==> config.mk <==
export PLATFORM = sky130hd
export DESIGN_NAME = spi_ctrl_port
export DESIGN_NICKNAME = d
export VERILOG_FILES = /design/src/rtl/spi_ctrl_pkg.sv /design/src/rtl/spi_ctrl_sync.sv /design/src/rtl/spi_ctrl_regs.sv /design/src/rtl/spi_ctrl_port.sv
export SDC_FILE = /design/constraint.sdc
export NUM_CORES = 1
export LEC_CHECK = 0
export ABC_AREA = 1
export BUFFER_PORTS_ARGS = -buffer_cell sky130_fd_sc_hd__buf_2
export CORE_ASPECT_RATIO = 0.9
export CORE_MARGIN = 3
export CORE_UTILIZATION = 50
export CTS_CLUSTER_DIAMETER = 100
export DETAILED_ROUTE_END_ITERATION = 8
export GPL_ROUTABILITY_DRIVEN = 1
export PLACE_DENSITY_LB_ADDON = 0.1
export SYNTH_ARGS = -nofsm -noshare
export SYNTH_HDL_FRONTEND = slang
export SYNTH_SLANG_ARGS = --single-unit
==> constraint.sdc <==
create_clock -name clk -period 3 [get_ports clk]
set_input_delay 0.3 -clock clk [delete_from_list [all_inputs] [get_ports clk]]
set_output_delay 0.3 -clock clk [all_outputs]
set_load 0.02 [all_outputs]
==> src/rtl/spi_ctrl_pkg.sv <==
package spi_ctrl_pkg;
  localparam logic [6:0] DEV_ADDR = 7'b0010000;
  localparam logic [3:0] DEV_CODE = 4'b0010;
  localparam logic [6:0] ID_ADDR  = 7'h7F;

  typedef enum logic [2:0] {
    PH_DEVADDR,
    PH_POINTER,
    PH_WRDATA,
    PH_RDDATA,
    PH_SKIP
  } phase_t;
endpackage

==> src/rtl/spi_ctrl_sync.sv <==
module spi_ctrl_sync #(
  parameter int WIDTH  = 3,
  parameter int STAGES = 2
) (
  input  logic             clk,
  input  logic             rst_n,
  input  logic [WIDTH-1:0] async_in,
  input  logic [WIDTH-1:0] reset_val,
  output logic [WIDTH-1:0] sync_out
);
  logic [WIDTH-1:0] chain [STAGES];

  always_ff @(posedge clk or negedge rst_n) begin
    if (!rst_n) begin
      for (int i = 0; i < STAGES; i++) chain[i] <= reset_val;
    end else begin
      chain[0] <= async_in;
      for (int i = 1; i < STAGES; i++) chain[i] <= chain[i-1];
    end
  end

  assign sync_out = chain[STAGES-1];
endmodule

==> src/rtl/spi_ctrl_regs.sv <==
module spi_ctrl_regs
  import spi_ctrl_pkg::*;
#(
  parameter int          NUM_REGS = 8,
  parameter logic [3:0]  REVISION = 4'h3,
  localparam int         AW       = 7
) (
  input  logic                  clk,
  input  logic                  rst_n,
  input  logic                  wr_en,
  input  logic [AW-1:0]         wr_addr,
  input  logic [7:0]            wr_data,
  input  logic [AW-1:0]         rd_addr,
  output logic [7:0]            rd_data,
  output logic [NUM_REGS*8-1:0] regs_flat
);
  genvar g;
  generate
    for (g = 0; g < NUM_REGS; g++) begin : g_reg
      always_ff @(posedge clk or negedge rst_n) begin
        if (!rst_n)                                regs_flat[g*8 +: 8] <= 8'h00;
        else if (wr_en && wr_addr == AW'(g))       regs_flat[g*8 +: 8] <= wr_data;
      end
    end
  endgenerate

  always_comb begin
    rd_data = 8'h00;
    if (rd_addr == ID_ADDR) rd_data = {DEV_CODE, REVISION};
    for (int i = 0; i < NUM_REGS; i++)
      if (rd_addr == AW'(i)) rd_data = regs_flat[i*8 +: 8];
  end


  ro_write_ignored_chk: assert property (@(posedge clk) disable iff (!rst_n)
    (wr_en && (int'(wr_addr) >= NUM_REGS)) |=> $stable(regs_flat));
endmodule

==> src/rtl/spi_ctrl_port.sv <==
module spi_ctrl_port
  import spi_ctrl_pkg::*;
#(
  parameter int         NUM_REGS    = 8,
  parameter logic [3:0] REVISION    = 4'h3,
  parameter int         SYNC_STAGES = 2
) (
  input  logic                  clk,
  input  logic                  rst_n,
  input  logic                  spi_sck,
  input  logic                  spi_cs_n,
  input  logic                  spi_mosi,
  output logic                  spi_miso,
  output logic                  spi_miso_oe,
  output logic [NUM_REGS*8-1:0] reg_q
);
  localparam int AW = 7;

  logic [2:0]    pins_s;
  logic          sck_s, cs_s, mosi_s, sck_d;
  logic          sck_rise, sck_fall, byte_end;
  phase_t        phase;
  logic [2:0]    bit_cnt;
  logic [6:0]    shreg;
  logic [7:0]    in_byte, tx_byte, rd_data;
  logic [AW-1:0] ptr, ptr_inc, rd_addr;
  logic          wr_en;

  spi_ctrl_sync #(.WIDTH(3), .STAGES(SYNC_STAGES)) u_sync (
    .clk       (clk),
    .rst_n     (rst_n),
    .async_in  ({spi_sck, spi_cs_n, spi_mosi}),
    .reset_val (3'b010),
    .sync_out  (pins_s)
  );
  assign {sck_s, cs_s, mosi_s} = pins_s;

  always_ff @(posedge clk or negedge rst_n) begin
    if (!rst_n) sck_d <= 1'b0;
    else        sck_d <= sck_s;
  end

  assign sck_rise = sck_s & ~sck_d & ~cs_s;
  assign sck_fall = ~sck_s & sck_d & ~cs_s;
  assign in_byte  = {shreg, mosi_s};
  assign byte_end = sck_rise && (bit_cnt == 3'd7);
  assign ptr_inc  = ptr + AW'(1);
  assign rd_addr  = (phase == PH_RDDATA) ? ptr_inc : ptr;
  assign wr_en    = byte_end && (phase == PH_WRDATA);

  spi_ctrl_regs #(.NUM_REGS(NUM_REGS), .REVISION(REVISION)) u_regs (
    .clk       (clk),
    .rst_n     (rst_n),
    .wr_en     (wr_en),
    .wr_addr   (ptr),
    .wr_data   (in_byte),
    .rd_addr   (rd_addr),
    .rd_data   (rd_data),
    .regs_flat (reg_q)
  );

  always_ff @(posedge clk or negedge rst_n) begin
    if (!rst_n) begin
      phase       <= PH_DEVADDR;
      bit_cnt     <= 3'd0;
      shreg       <= 7'd0;
      tx_byte     <= 8'h00;
      ptr         <= '0;
      spi_miso    <= 1'b0;
      spi_miso_oe <= 1'b0;
    end else if (cs_s) begin
      phase       <= PH_DEVADDR;
      bit_cnt     <= 3'd0;
      spi_miso_oe <= 1'b0;
    end else begin
      if (sck_rise) begin
        shreg   <= in_byte[6:0];
        bit_cnt <= bit_cnt + 3'd1;
      end
      if (byte_end) begin
        unique case (phase)
          PH_DEVADDR: begin
            if (in_byte[7:1] != DEV_ADDR) phase <= PH_SKIP;
            else if (in_byte[0]) begin
              phase   <= PH_RDDATA;
              tx_byte <= rd_data;
            end else phase <= PH_POINTER;
          end
          PH_POINTER: begin
            ptr   <= in_byte[AW-1:0];
            phase <= PH_WRDATA;
          end
          PH_WRDATA: ptr <= ptr_inc;
          PH_RDDATA: begin
            ptr     <= ptr_inc;
            tx_byte <= rd_data;
          end
          default: phase <= PH_SKIP;
        endcase
      end
      if (sck_fall && phase == PH_RDDATA) begin
        spi_miso    <= tx_byte[7];
        tx_byte     <= {tx_byte[6:0], 1'b0};
        spi_miso_oe <= 1'b1;
      end
    end
  end


  oe_drop_on_deselect_chk: assert property (@(posedge clk) disable iff (!rst_n)
    $rose(cs_s) |=> !spi_miso_oe);

  oe_only_in_read_chk: assert property (@(posedge clk) disable iff (!rst_n)
    spi_miso_oe |-> (phase == PH_RDDATA || $past(cs_s) == 1'b0));

  skip_no_drive_chk: assert property (@(posedge clk) disable iff (!rst_n)
    (phase == PH_SKIP) |-> (!spi_miso_oe && !wr_en));

  miso_on_fall_chk: assert property (@(posedge clk) disable iff (!rst_n)
    (spi_miso_oe && !$stable(spi_miso)) |-> $past(sck_fall));

  ptr_step_chk: assert property (@(posedge clk) disable iff (!rst_n)
    (byte_end && (phase == PH_WRDATA || phase == PH_RDDATA)) |=> (ptr == AW'($past(ptr) + AW'(1))));
endmodule

After elaboration in Yosys (flattened, before gate mapping) --
Index checks and enable logic that the tools add are counted.
Cells by class: add/sub/neg operators 2, equality and inequality tests 23, muxes and demuxes 25, bitwise logic cells 7, reduce and logical (&&, ||, !) cells 26
Operators with widths (number):
- 2-to-1 mux 8 bit | 12
- equality test 7 x 3 -> 1 bit, second input constant | 8
- equality test 7 x 2 -> 1 bit, second input constant | 4
- one-hot mux 8 bit (2 select lines) | 1
- 2-to-1 mux 3 bit | 5
- equality test 7 x 1 -> 1 bit, second input constant | 2
- logical NOT 7 bit | 2
- one-hot mux 7 bit (2 select lines) | 1
- logical AND 1 bit | 11
- nonzero test 2 bit | 5
- one-hot mux 3 bit (3 select lines) | 1
- adder 7 x 1 -> 7 bit, second input constant | 1
- equality test 7 bit, second input constant | 1
- 2-to-1 mux 7 bit | 1
- inequality test 7 x 5 -> 1 bit, second input constant | 1
- equality test 3 x 2 -> 1 bit, second input constant | 2
- 2-to-1 mux 6 bit | 1
- AND reduction 2 bit | 3
- AND reduction 5 bit | 1
- bitwise AND 1 bit | 4
- adder 3 x 1 -> 3 bit, second input constant | 1
- equality test 3 x 1 -> 1 bit, second input constant | 1
- equality test 3 bit, second input constant | 1
- logical NOT 3 bit | 1
- 9 further kinds | 12
Storage, ports and cells: flip-flop bits (word level) 101, input bits 5, output and inout bits 66, logic and storage cells 101

Logic depth before layout (Yosys ltp) --
Gate-level depths: netlist of the first run.
depth in word-level cells 17, gate-level depth with buffers 19, mapped depth without buffers 19

Worst setup path before layout of the first run --
No wires, ideal clock.
path kind reg-to-reg, from register ptr[1], to register tx_byte[5], library setup time 0.121 ns, arrival time 1.861 ns, slack 1.018 ns, cell stages (with the launch flop) 16, buffers on the path 1, clock period less this slack 1.982 ns, path through dfrtp_1 -> ha_1 -> nand2_1 -> nor2_1 -> nand2_1 -> nand2_1 -> nand2_1 -> nand2_1 -> nand2_2 -> nor2_8 -> nand2_2 -> buf_2 -> o21ai_0 -> inv_1 -> nand2_1 -> nand2_1
On the way: longest elaborated chain between the ends 17, elaborated cells on any way between the ends 25, classes of those cells add/sub (1); eq/ne (8); mux (15); reduce/logical (1)
Ends and longest elaborated chain:
- start: declaration | RTL line spi_ctrl_port.sv:26 | logic [AW-1:0] ptr, ptr_inc, rd_addr;
- start signal: assignment | RTL line spi_ctrl_port.sv:90 | ptr <= in_byte[AW-1:0];
- start signal: assignment | RTL line spi_ctrl_port.sv:93 | PH_WRDATA: ptr <= ptr_inc;
- start signal: assignment | RTL line spi_ctrl_port.sv:95 | ptr <= ptr_inc;
- adder 7 x 1 -> 7 bit | RTL line spi_ctrl_port.sv:47 | assign ptr_inc = ptr + AW'(1);
- 2-to-1 mux 7 bit (*) | RTL line spi_ctrl_port.sv:48 | assign rd_addr = (phase == PH_RDDATA) ? ptr_inc : ptr;
- equality test 7 bit | RTL line spi_ctrl_regs.sv:29 | if (rd_addr == ID_ADDR) rd_data = {DEV_CODE, REVISION};
- 2-to-1 mux 6 bit | RTL line spi_ctrl_regs.sv:29
- 2-to-1 mux 8 bit (7 in series) | RTL line spi_ctrl_regs.sv:31 | if (rd_addr == AW'(i)) rd_data = regs_flat[i*8 +: 8];
- 2-to-1 mux 8 bit (*) | RTL line spi_ctrl_regs.sv:31
- 2-to-1 mux 8 bit | RTL line spi_ctrl_port.sv:84 | else if (in_byte[0]) begin
- 2-to-1 mux 8 bit | RTL line spi_ctrl_port.sv:83 | if (in_byte[7:1] != DEV_ADDR) phase <= PH_SKIP;
- one-hot mux 8 bit (2 select lines) (*) | RTL line spi_ctrl_port.sv:81 | unique case (phase)
- 2-to-1 mux 8 bit (*) | RTL line spi_ctrl_port.sv:80 | if (byte_end) begin
- 2-to-1 mux 8 bit (*) | RTL line spi_ctrl_port.sv:101 | if (sck_fall && phase == PH_RDDATA) begin
- end signal: assignment | RTL line spi_ctrl_port.sv:86 | tx_byte <= rd_data;
- end signal: assignment | RTL line spi_ctrl_port.sv:96 | tx_byte <= rd_data;
- end signal: assignment | RTL line spi_ctrl_port.sv:103 | tx_byte <= {tx_byte[6:0], 1'b0};
- end: declaration | RTL line spi_ctrl_port.sv:25 | logic [7:0] in_byte, tx_byte, rd_data;
Every way passes the cells marked *; elsewhere a longest branch is shown, timed or not. The select of a mux whose other input is x is not followed. A chain may end at the register's enable or synchronous reset.

Worst setup path after layout of the first run --
from register ptr[0], to register tx_byte[0]
The elaborated chain is that of the path after synthesis.

==> results of run 1 <==
## cells in the mapped netlist (3+ instances only)
cell type	count	area share, %
nand2_1	180	14
dfrtp_1	99	52
o21ai_0	71	7.4
inv_1	53	4.1
nand3_1	32	3.3
nor2_1	32	2.5
o21ai_1	27	2.8
a21oi_1	10	1.0
buf_2	10	1.0
nand3_2	9	1.9
nand4_1	7	0.91
ha_1	6	1.6
inv_2	6	0.47
nand2_2	5	0.65
a22oi_1	4	0.62
clkbuf_1	4	0.31
o211ai_1	3	0.47
## metal layers
layer	GRT usage, %	vias up
met5	0	-
met4	9.01	0
met3	6.09	24
met2	39.7	153
met1	40.9	2053
li1	-	2049
## worst max-delay path: stages, from the launching register on
cell and delay [ns]:
dfrtp_1 0.45, ha_1 0.32, nand2_1 0.11, nor2_1 0.15
nand2_1 0.06, nand2_1 0.05, nand2_1 0.06, nand2_1 0.07
nand2_2 0.09, nor2_8 0.24, nand2_1 0.14, o21ai_1 0.18
nand3_1 0.09, nor2_1 0.18, nand3b_1 0.13, nand2_1 0.07
nand2_1 0.04
## cell families after synthesis
kind of cell             Yosys count  share of synthesized area (%)
AO/OA/AOI/OAI                    121                           13.3
AND/OR/NAND/NOR                  277                           25.9
multiplexers                       1                          0.234
flip-flops                       101                           52.6
buffers and inverters             75                           6.19
adder cells (fa/ha/maj)            6                           1.56
XOR/XNOR                           1                          0.182
## metrics by stage
stage | setup slack [ns] | util, %
final | 0.450 | 59.7
after global routing | 0.182 | 59.7
after CTS | 0.492 | 59.6
after detailed placement | 0.517 | 57.4
after global placement | 0.580 | 57.4
after floorplan | 1.02 | -
## flip-flops by register name, summed over array words and instances (netlist names)
register / flops
shreg: 7
u_sync.chain: 3
sck_d: 1
phase: 3
spi_miso: 1
bit_cnt: 3
spi_miso_oe: 1
ptr: 7
u_sync.sync_out: 3
tx_byte: 8
u_regs.regs_flat: 64
## final timing paths
| check | from | end | slack (ns) | cells after the start |
|---|---|---|---|---|
| setup / recovery | ptr[0] | tx_byte[0] | 0.45 | 16 |
| hold / removal | spi_sck | u_sync.chain[5] | 0.02 | 1 |
| setup reg to reg | ptr[0] | tx_byte[0] | 0.45 | 16 |
| hold reg to reg | u_sync.chain[3] | u_sync.sync_out[0] | 0.36 | 0 |
| max in group asynchronous | rst_n | u_regs.regs_flat[10] | 2.15 | 2 |
| min in group asynchronous | rst_n | ptr[5] | 0.08 | 1 |
## power by group
| part | internal [mW] | switching, mW | total [mW] |
|---|---|---|---|
| registers | 1.39 | 0.0186 | 1.41 |
| clock network | 0.410 | 0.474 | 0.885 |
| logic | 0.0439 | 0.157 | 0.201 |
| total | 1.84 | 0.650 | 2.49 |
## timing repair
action	4_1_cts	5_1_grt
gates resized for setup	0	0
hold buffers	0	1
endpoints found under the hold margin	0	1
## layout make-up
class                           count  share of cell area [%]
Clock buffer                       11                    2.56
Clock inverter                      5                    1.07
Inverter                           59                    4.01
Multi-Input combinational cell    406                    35.8
Sequential cell                   101                    45.8
Tap cell                          122                    2.76
Timing Repair Buffer               81                    7.93
==> impl_results.md, run 1 <==
* P&R area growth vs syn at 14.9%
* First-pass GRT wire length at 22500 microns
* Final Hold Vio Count at 0
* GR Util All Layers at 27.4%
* Total power draw at 2.49 mW
* Wire length per cell at 17.3 microns
* Synthesized area at 4810 sq um
* Final Non-Filler Cells at 785
* Register area at 2530 sq um
* Max Root-Sink Buffers at 2
* Setup Viol. Count Final at 0
* Synth Instances at 582
* Top Layer Used: met4
* Worst-margin pin slew at 1.02 ns
* CP Launch Type: flip-flop
* DRT Pass-1 Iters at 5
* Post-DP Area at 5310 sq um
* Sink Count at 101
* Post-synth EDFFs at 0
* Initial Util at 52.0%
* Vias at 4279
* Antenna violations before repair at 0
* Max-cap violations at 0
* Metal1 wirelength at 6310 microns
* Multi-input gate area at 1980 sq um
* Drt drc at 0
* Yosys reg bits at 101
* H-tree levels at 3
* Core area at 9250 sq um
* Commonest non-fill, non-tap cell in the layout: nand2_1
* Total die area at 10800 sq um
* GPL Wtd Cong at 0.956
* Met3 routed WL at 945 microns
* Vias in the first global route at 4164
* Ys flop type: dfrtp_1
* Die W at 109 microns
* Arrival time worst endpoint at 2.82 ns
* Final worst path period share at 85.0%
* Setup tns final at 0 ns
* Commonest cells after routing, fill and taps aside: 180 x nand2_1, 99 x dfrtp_1, 71 x o21ai_0
* Clock Latency Late Sink at 0.38 ns
* Syn Area/Cell at 8.26 sq um
* Layout cells sized above 1 at 18.9%
* Syn_nets at 593
* Endpoint type of the worst setup path: flip-flop
* I/O pins at 71
* Cell Rows at 33
* Yosys warnings at 0
* CP Data Required Time at 3.27 ns
* DP HPWL at 9790 microns
* LEAKAGE at 2.83 nW
* Setup Skew at 0.0112 ns
* I/O Buffers at 70
* CTS tree: built
* Clock transition at path regs at 0.09 ns
* Gr ovfl total at 0
* Hold slack at 0.0192 ns
* HP Class: input pin to flip-flop
* DRT iter0 DRCs at 316
* Layout fillers at 858
* Met2 routed WL at 5980 microns
* Asr flop ratio synth at 100%
* Synth cell types at 35
* CTS buffer count at 9
* Finished Cell Area at 5520 sq um
* Final nets at 669
* Achievable Freq at 392 MHz
* Slew HR at 31.9%
* Max FO, Critical Path at 18
* DR vias/cell at 5.45
* Largest net degree at the start of global routing at 83
* Power Density at 451 nW/um^2
* Routed Antenna Nets at 0
* Outcome: completed
* Fin. max-slew vios at 0
* Setup CP Type: flip-flop to flip-flop
* Register area share after synthesis at 52.6%
* Detailed Route WL at 13500 microns
* Post-CTS setup buffers at 0
* Tmin final at 2.55 ns
* DP Cell Count at 768
* Root Buffer: clkbuf_8
* Peak supply drop at 0.000368 V
* Die span in y at 99.0 microns
* RSZ-0062 raised after global routing: no
* Ant diodes at 0
Note: power is estimated with default switching activity, not from simulation.
==> run 2: changes to the inputs <==
==> constraint.sdc (replaced) <==
create_clock -name clk -period 2.2 [get_ports clk]
set_input_delay 0.22 -clock clk [delete_from_list [all_inputs] [get_ports clk]]
set_output_delay 0.22 -clock clk [all_outputs]
set_load 0.02 [all_outputs]
==> run 2 against run 1 <==
  * Hold slack better by 0.34 ns
  * Sequential power grew 36%
  * Wire length is 4.2% higher
  * Largest cell class unchanged
  * Clock-buffer cell count fell by 2
  * Total power rose by 35%
==> impl_results.md, run 2 (synthesis gave the netlist of run 1 again) <==
* Fin. max-slew vios at 0 (unchanged)
* Total die area at 10800 sq um (unchanged)
* GR Util All Layers at 26.7% (was 27.4%)
* RSZ-0062 raised after global routing: yes (was no)
* Outcome: completed (unchanged)
* Max Root-Sink Buffers at 2 (unchanged)
* Largest net degree at the start of global routing at 51 (was 83)
* Endpoint type of the worst setup path: flip-flop (unchanged)
* Comb pwr share at 8.4% (was 8.1%)
* DP HPWL at 10000 microns (was 9790 microns)
* Max FO, Critical Path at 6 (was 18)
* Power Density at 564 nW/um^2 (was 451 nW/um^2)
* Sink Count at 101 (unchanged)
* Final Worst Setup Slack at 0.0686 ns (was 0.450 ns)
* Cell Int Power at 2.40 mW (was 1.84 mW)
* Max reg flops at 64 (unchanged)
* Clock transition at path regs at 0.10 ns (was 0.09 ns)
* CP Launch Type: flip-flop (unchanged)
* Root Buffer: clkbuf_8 (unchanged)
* Clock power frac at 34.4% (was 35.5%)
* Clock Latency Late Sink at 0.37 ns (was 0.38 ns)
* H-tree levels at 3 (unchanged)
* I/O pins at 71 (unchanged)
* P&R area growth vs syn at 24.2% (was 14.9%)
* Layout cells sized above 1 at 29.4% (was 18.9%)
* Worst-margin pin slew at 0.647 ns (was 1.02 ns)
* Top Registers: u_regs.regs_flat x64, tx_byte x8 (unchanged)
* Final core occ at 64.5% (was 59.7%)
* Max-cap violations at 0 (unchanged)
* Peak supply drop at 0.000393 V (was 0.000368 V)
* Vias in the first global route at 4043 (was 4164)
* Routed Antenna Nets at 0 (unchanged)
* Detailed Route WL at 14100 microns (was 13500 microns)
* Delay-heaviest family, CP: simple AND/OR/NAND/NOR gates (unchanged)
* LEAKAGE at 3.03 nW (was 2.83 nW)
* Final Hold Vio Count at 0 (unchanged)
* Core area at 9250 sq um (unchanged)
* Die span in y at 99.0 microns (unchanged)
* Drt drc at 0 (unchanged)
* Cell Rows at 33 (unchanged)
* Setup CP Type: flip-flop to flip-flop (unchanged)
* Critical-path top delay cell: dfrtp_1 (unchanged)
* Arrival time worst endpoint at 2.40 ns (was 2.82 ns)
* DR vias/cell at 5.37 (was 5.45)
* CTS buffer count at 9 (unchanged)
* Final Non-Filler Cells at 808 (was 785)
* Setup Skew at 0.00904 ns (was 0.0112 ns)
* DRT iter0 DRCs at 324 (was 316)
* Crit-path max cell delay at 0.40 ns (was 0.45 ns)
* CP cell instances: inv_2 > nand2_2 > nor2_4 > buf_4 > nand2_1 > nand2_2 > inv_2 > nand2_1 > nor2_4 > nand2_4 > inv_4 > a21oi_2 > nand4_1 > nand2_1 > nand2_1 > nand2_1 > nand2_1 (was ha_1 > nand2_1 > nor2_1 > nand2_1 > nand2_1 > nand2_1 > nand2_1 > nand2_2 > nor2_8 > nand2_1 > o21ai_1 > nand3_1 > nor2_1 > nand3b_1 > nand2_1 > nand2_1)
* Initial Util at 52.0% (unchanged)
* Wire length per cell at 17.5 microns (was 17.3 microns)
* Die W at 109 microns (unchanged)
* CP Data Required Time at 2.47 ns (was 3.27 ns)
* DRT Pass-1 Iters at 5 (unchanged)
* Commonest non-fill, non-tap cell in the layout: nand2_1 (unchanged)
* Final worst path period share at 96.9% (was 85.0%)
* Ant diodes at 0 (unchanged)
* Achievable Freq at 469 MHz (was 392 MHz)
* Pre-CTS setup slack at -0.0496 ns (was 0.517 ns)
* Final nets at 692 (was 669)
* Largest reg by FF count: u_regs.regs_flat (unchanged)
* Slew HR at 56.8% (was 31.9%)
* Commonest cells after routing, fill and taps aside: 159 x nand2_1, 96 x dfrtp_1, 69 x buf_2 (was 180 x nand2_1, 99 x dfrtp_1, 71 x o21ai_0)
* Vias at 4338 (was 4279)
* Layout fillers at 826 (was 858)
* WP buf/inv at 4 (was 0)
* Gr ovfl total at 0 (unchanged)
* CTS tree: built (unchanged)
* First-pass GRT wire length at 22100 microns (was 22500 microns)
* I/O Buffers at 70 (unchanged)
* Tmin final at 2.13 ns (was 2.55 ns)
* Sw frac at 28.5% (was 26.1%)
* Antenna violations before repair at 0 (unchanged)
* Total power draw at 3.36 mW (was 2.49 mW)
* Setup Viol. Count Final at 0 (unchanged)
* Top cell by count, worst path: nand2_1 (unchanged)
* HP Class: flip-flop to flip-flop (was input pin to flip-flop)
* Sw Pwr at 0.960 mW (was 0.650 mW)
* DP Cell Count at 774 (was 768)
* GPL Wtd Cong at 1.01 (was 0.956)
* Reg power frac at 57.2% (was 56.4%)
* Setup tns final at 0 ns (unchanged)
## run 2: cell count changes in the layout (fill, tap and decap cells not counted), moves of 4 or more
cell,delta
inv_1,-6
nand2_4,+5
buf_6,+4
inv_2,+4
o21ai_0,-4
nand3_2,+6
nor2_2,+4
nand3_1,-8
nor2_1,-9
nor2_4,+6
nand2_1,-21
nand2_2,+16
buf_4,+14
## run 2: power by group through the flow
stage	Clock, mW	Sequential, mW	Combinational [mW]
finish	1.16	1.92	0.281
global route	1.25	1.93	0.303
CTS	1.19	1.92	0.280
detailed placement	0	1.96	0.274
global placement	0	1.96	0.265
floorplan	0	1.95	0.0900
## run 2: final timing paths
kind                                 startpoint  slack, ns                 end  depth (start not counted)
worst max register to register         phase[2]       0.07          tx_byte[5]                         17
worst min-delay path            u_sync.chain[3]       0.36  u_sync.sync_out[0]                          0
min in group asynchronous                 rst_n       0.41         spi_miso_oe                          2
worst min register to register  u_sync.chain[3]       0.36  u_sync.sync_out[0]                          0
worst max-delay path                   phase[2]       0.07          tx_byte[5]                         17
max in group asynchronous                 rst_n       1.09     u_sync.chain[4]                          3
## run 2: timing repair
item	4_1_cts	5_1_grt
buffers inserted	0	13
endpoints found under the hold margin	51	0
pin swaps	0	21
resized for setup	4	75
cloned	0	1
setup endpoints to repair	4	16
hold buffers	4	0
## run 2: layer usage
layer	wire, microns	global-route usage [%]
met1	6450	40.5
met2	6370	39.1
met3	1120	6.29
met4	172	6.04
met5	0	0
## run 2: layout make-up
cell class / instances / area [sq um] / area share [%]
sequential: 101 / 2530 / 42.5
clock inverter: 7 / 67.6 / 1.13
clock buffer: 9 / 124 / 2.08
inverter: 59 / 226 / 3.79
multi-input combinational: 407 / 2230 / 37.3
timing repair buffer: 103 / 638 / 10.7
tap: 122 / 153 / 2.56
## run 2: worst register-to-register path, cell delays in order, from the launching register on
cell and delay [ns]:
dfrtp_1 0.40, inv_2 0.08, nand2_2 0.07, nor2_4 0.22, buf_4 0.16, nand2_1 0.06, nand2_2 0.10, inv_2 0.05
nand2_1 0.12, nor2_4 0.06, nand2_4 0.08, inv_4 0.05, a21oi_2 0.16, nand4_1 0.14, nand2_1 0.13, nand2_1 0.06
nand2_1 0.05, nand2_1 0.04
## run 2: per-stage QoR
stage	area [sq um]	hold WS (ns)
CTS	5610	0.368
global route	5970	0.371
finish	5970	0.362
detailed placement	5370	0.281
global placement	5370	0.283
floorplan	4810	-0.0756
==> run 3: changes to the inputs <==
--- a/config.mk
+++ b/config.mk
@@ -7,13 +7,10 @@
 export LEC_CHECK = 0
 export ABC_AREA = 1
 export BUFFER_PORTS_ARGS = -buffer_cell sky130_fd_sc_hd__buf_2
-export CORE_ASPECT_RATIO = 0.9
-export CORE_MARGIN = 3
-export CORE_UTILIZATION = 50
 export CTS_CLUSTER_DIAMETER = 100
 export DETAILED_ROUTE_END_ITERATION = 8
 export GPL_ROUTABILITY_DRIVEN = 1
-export PLACE_DENSITY_LB_ADDON = 0.1
 export SYNTH_ARGS = -nofsm -noshare
 export SYNTH_HDL_FRONTEND = slang
+export SYNTH_HIERARCHICAL = 1
 export SYNTH_SLANG_ARGS = --single-unit
==> run 3 against run 2 <==
  * The run now fails in 1_2_yosys
==> impl_results.md, run 3 <==
* Outcome: stopped before the end (was completed)
* Halt Stage: 1_2_yosys
* Log Error: ERROR: Found 6 problems in 'check -assert'.
* Top cells by area, synth: dfrtp_1 49%, nand2_1 15%, o21ai_1 6.0% (was dfrtp_1 52%, nand2_1 14%, o21ai_0 7.4%)
* Synth area leader: dfrtp_1 (unchanged)
* Most common library cells after synthesis: 190 x nand2_1, 95 x dfrtp_1, 59 x o21ai_1, 41 x nand3_1, 36 x inv_1 (was 180 x nand2_1, 99 x dfrtp_1, 71 x o21ai_0, 53 x inv_1)
* Register area share after synthesis at 48.6% (was 52.6%)
* Synth cell types at 38 (was 35)
* Yosys warnings at 0 (unchanged)
* Top-count cell post-synth: nand2_1 (unchanged)
* Asr flop ratio synth at 100% (unchanged)
* Cells in synth_stat.txt at 595
* Ys flop type: dfrtp_1 (unchanged)
* Area fraction of the dominant cell type after synthesis at 48.6% (was 51.5%)
* Post-synth area from yosys stat at 4900 sq um
* Post-synth EDFFs at 0 (unchanged)
* Yosys reg bits at 95 (was 101)
==> run 3: cell types whose count changed after synthesis, moves of 6 or more <==
cell / change
nand2_1: +10
nand4_1: +13
buf_6: +10
nor2_1: -6
nand2_2: +7
nand3_1: +9
o21ai_2: +8
nand3_2: -7
o21ai_0: -52
o21ai_1: +32
inv_1: -17
==> run 3: kinds of logic after synthesis <==
| logic type | share of synthesized area [%] |
|---|---|
| AOI/OAI and AO/OA | 12.5 |
| xor gates and xnor gates | 0.716 |
| adders and majority gates | 0.767 |
| buffers and inverters | 7.03 |
| DFF | 48.6 |
| muxes | 0.230 |
| other | 0.153 |
| and+or+nand+nor | 30.1 |
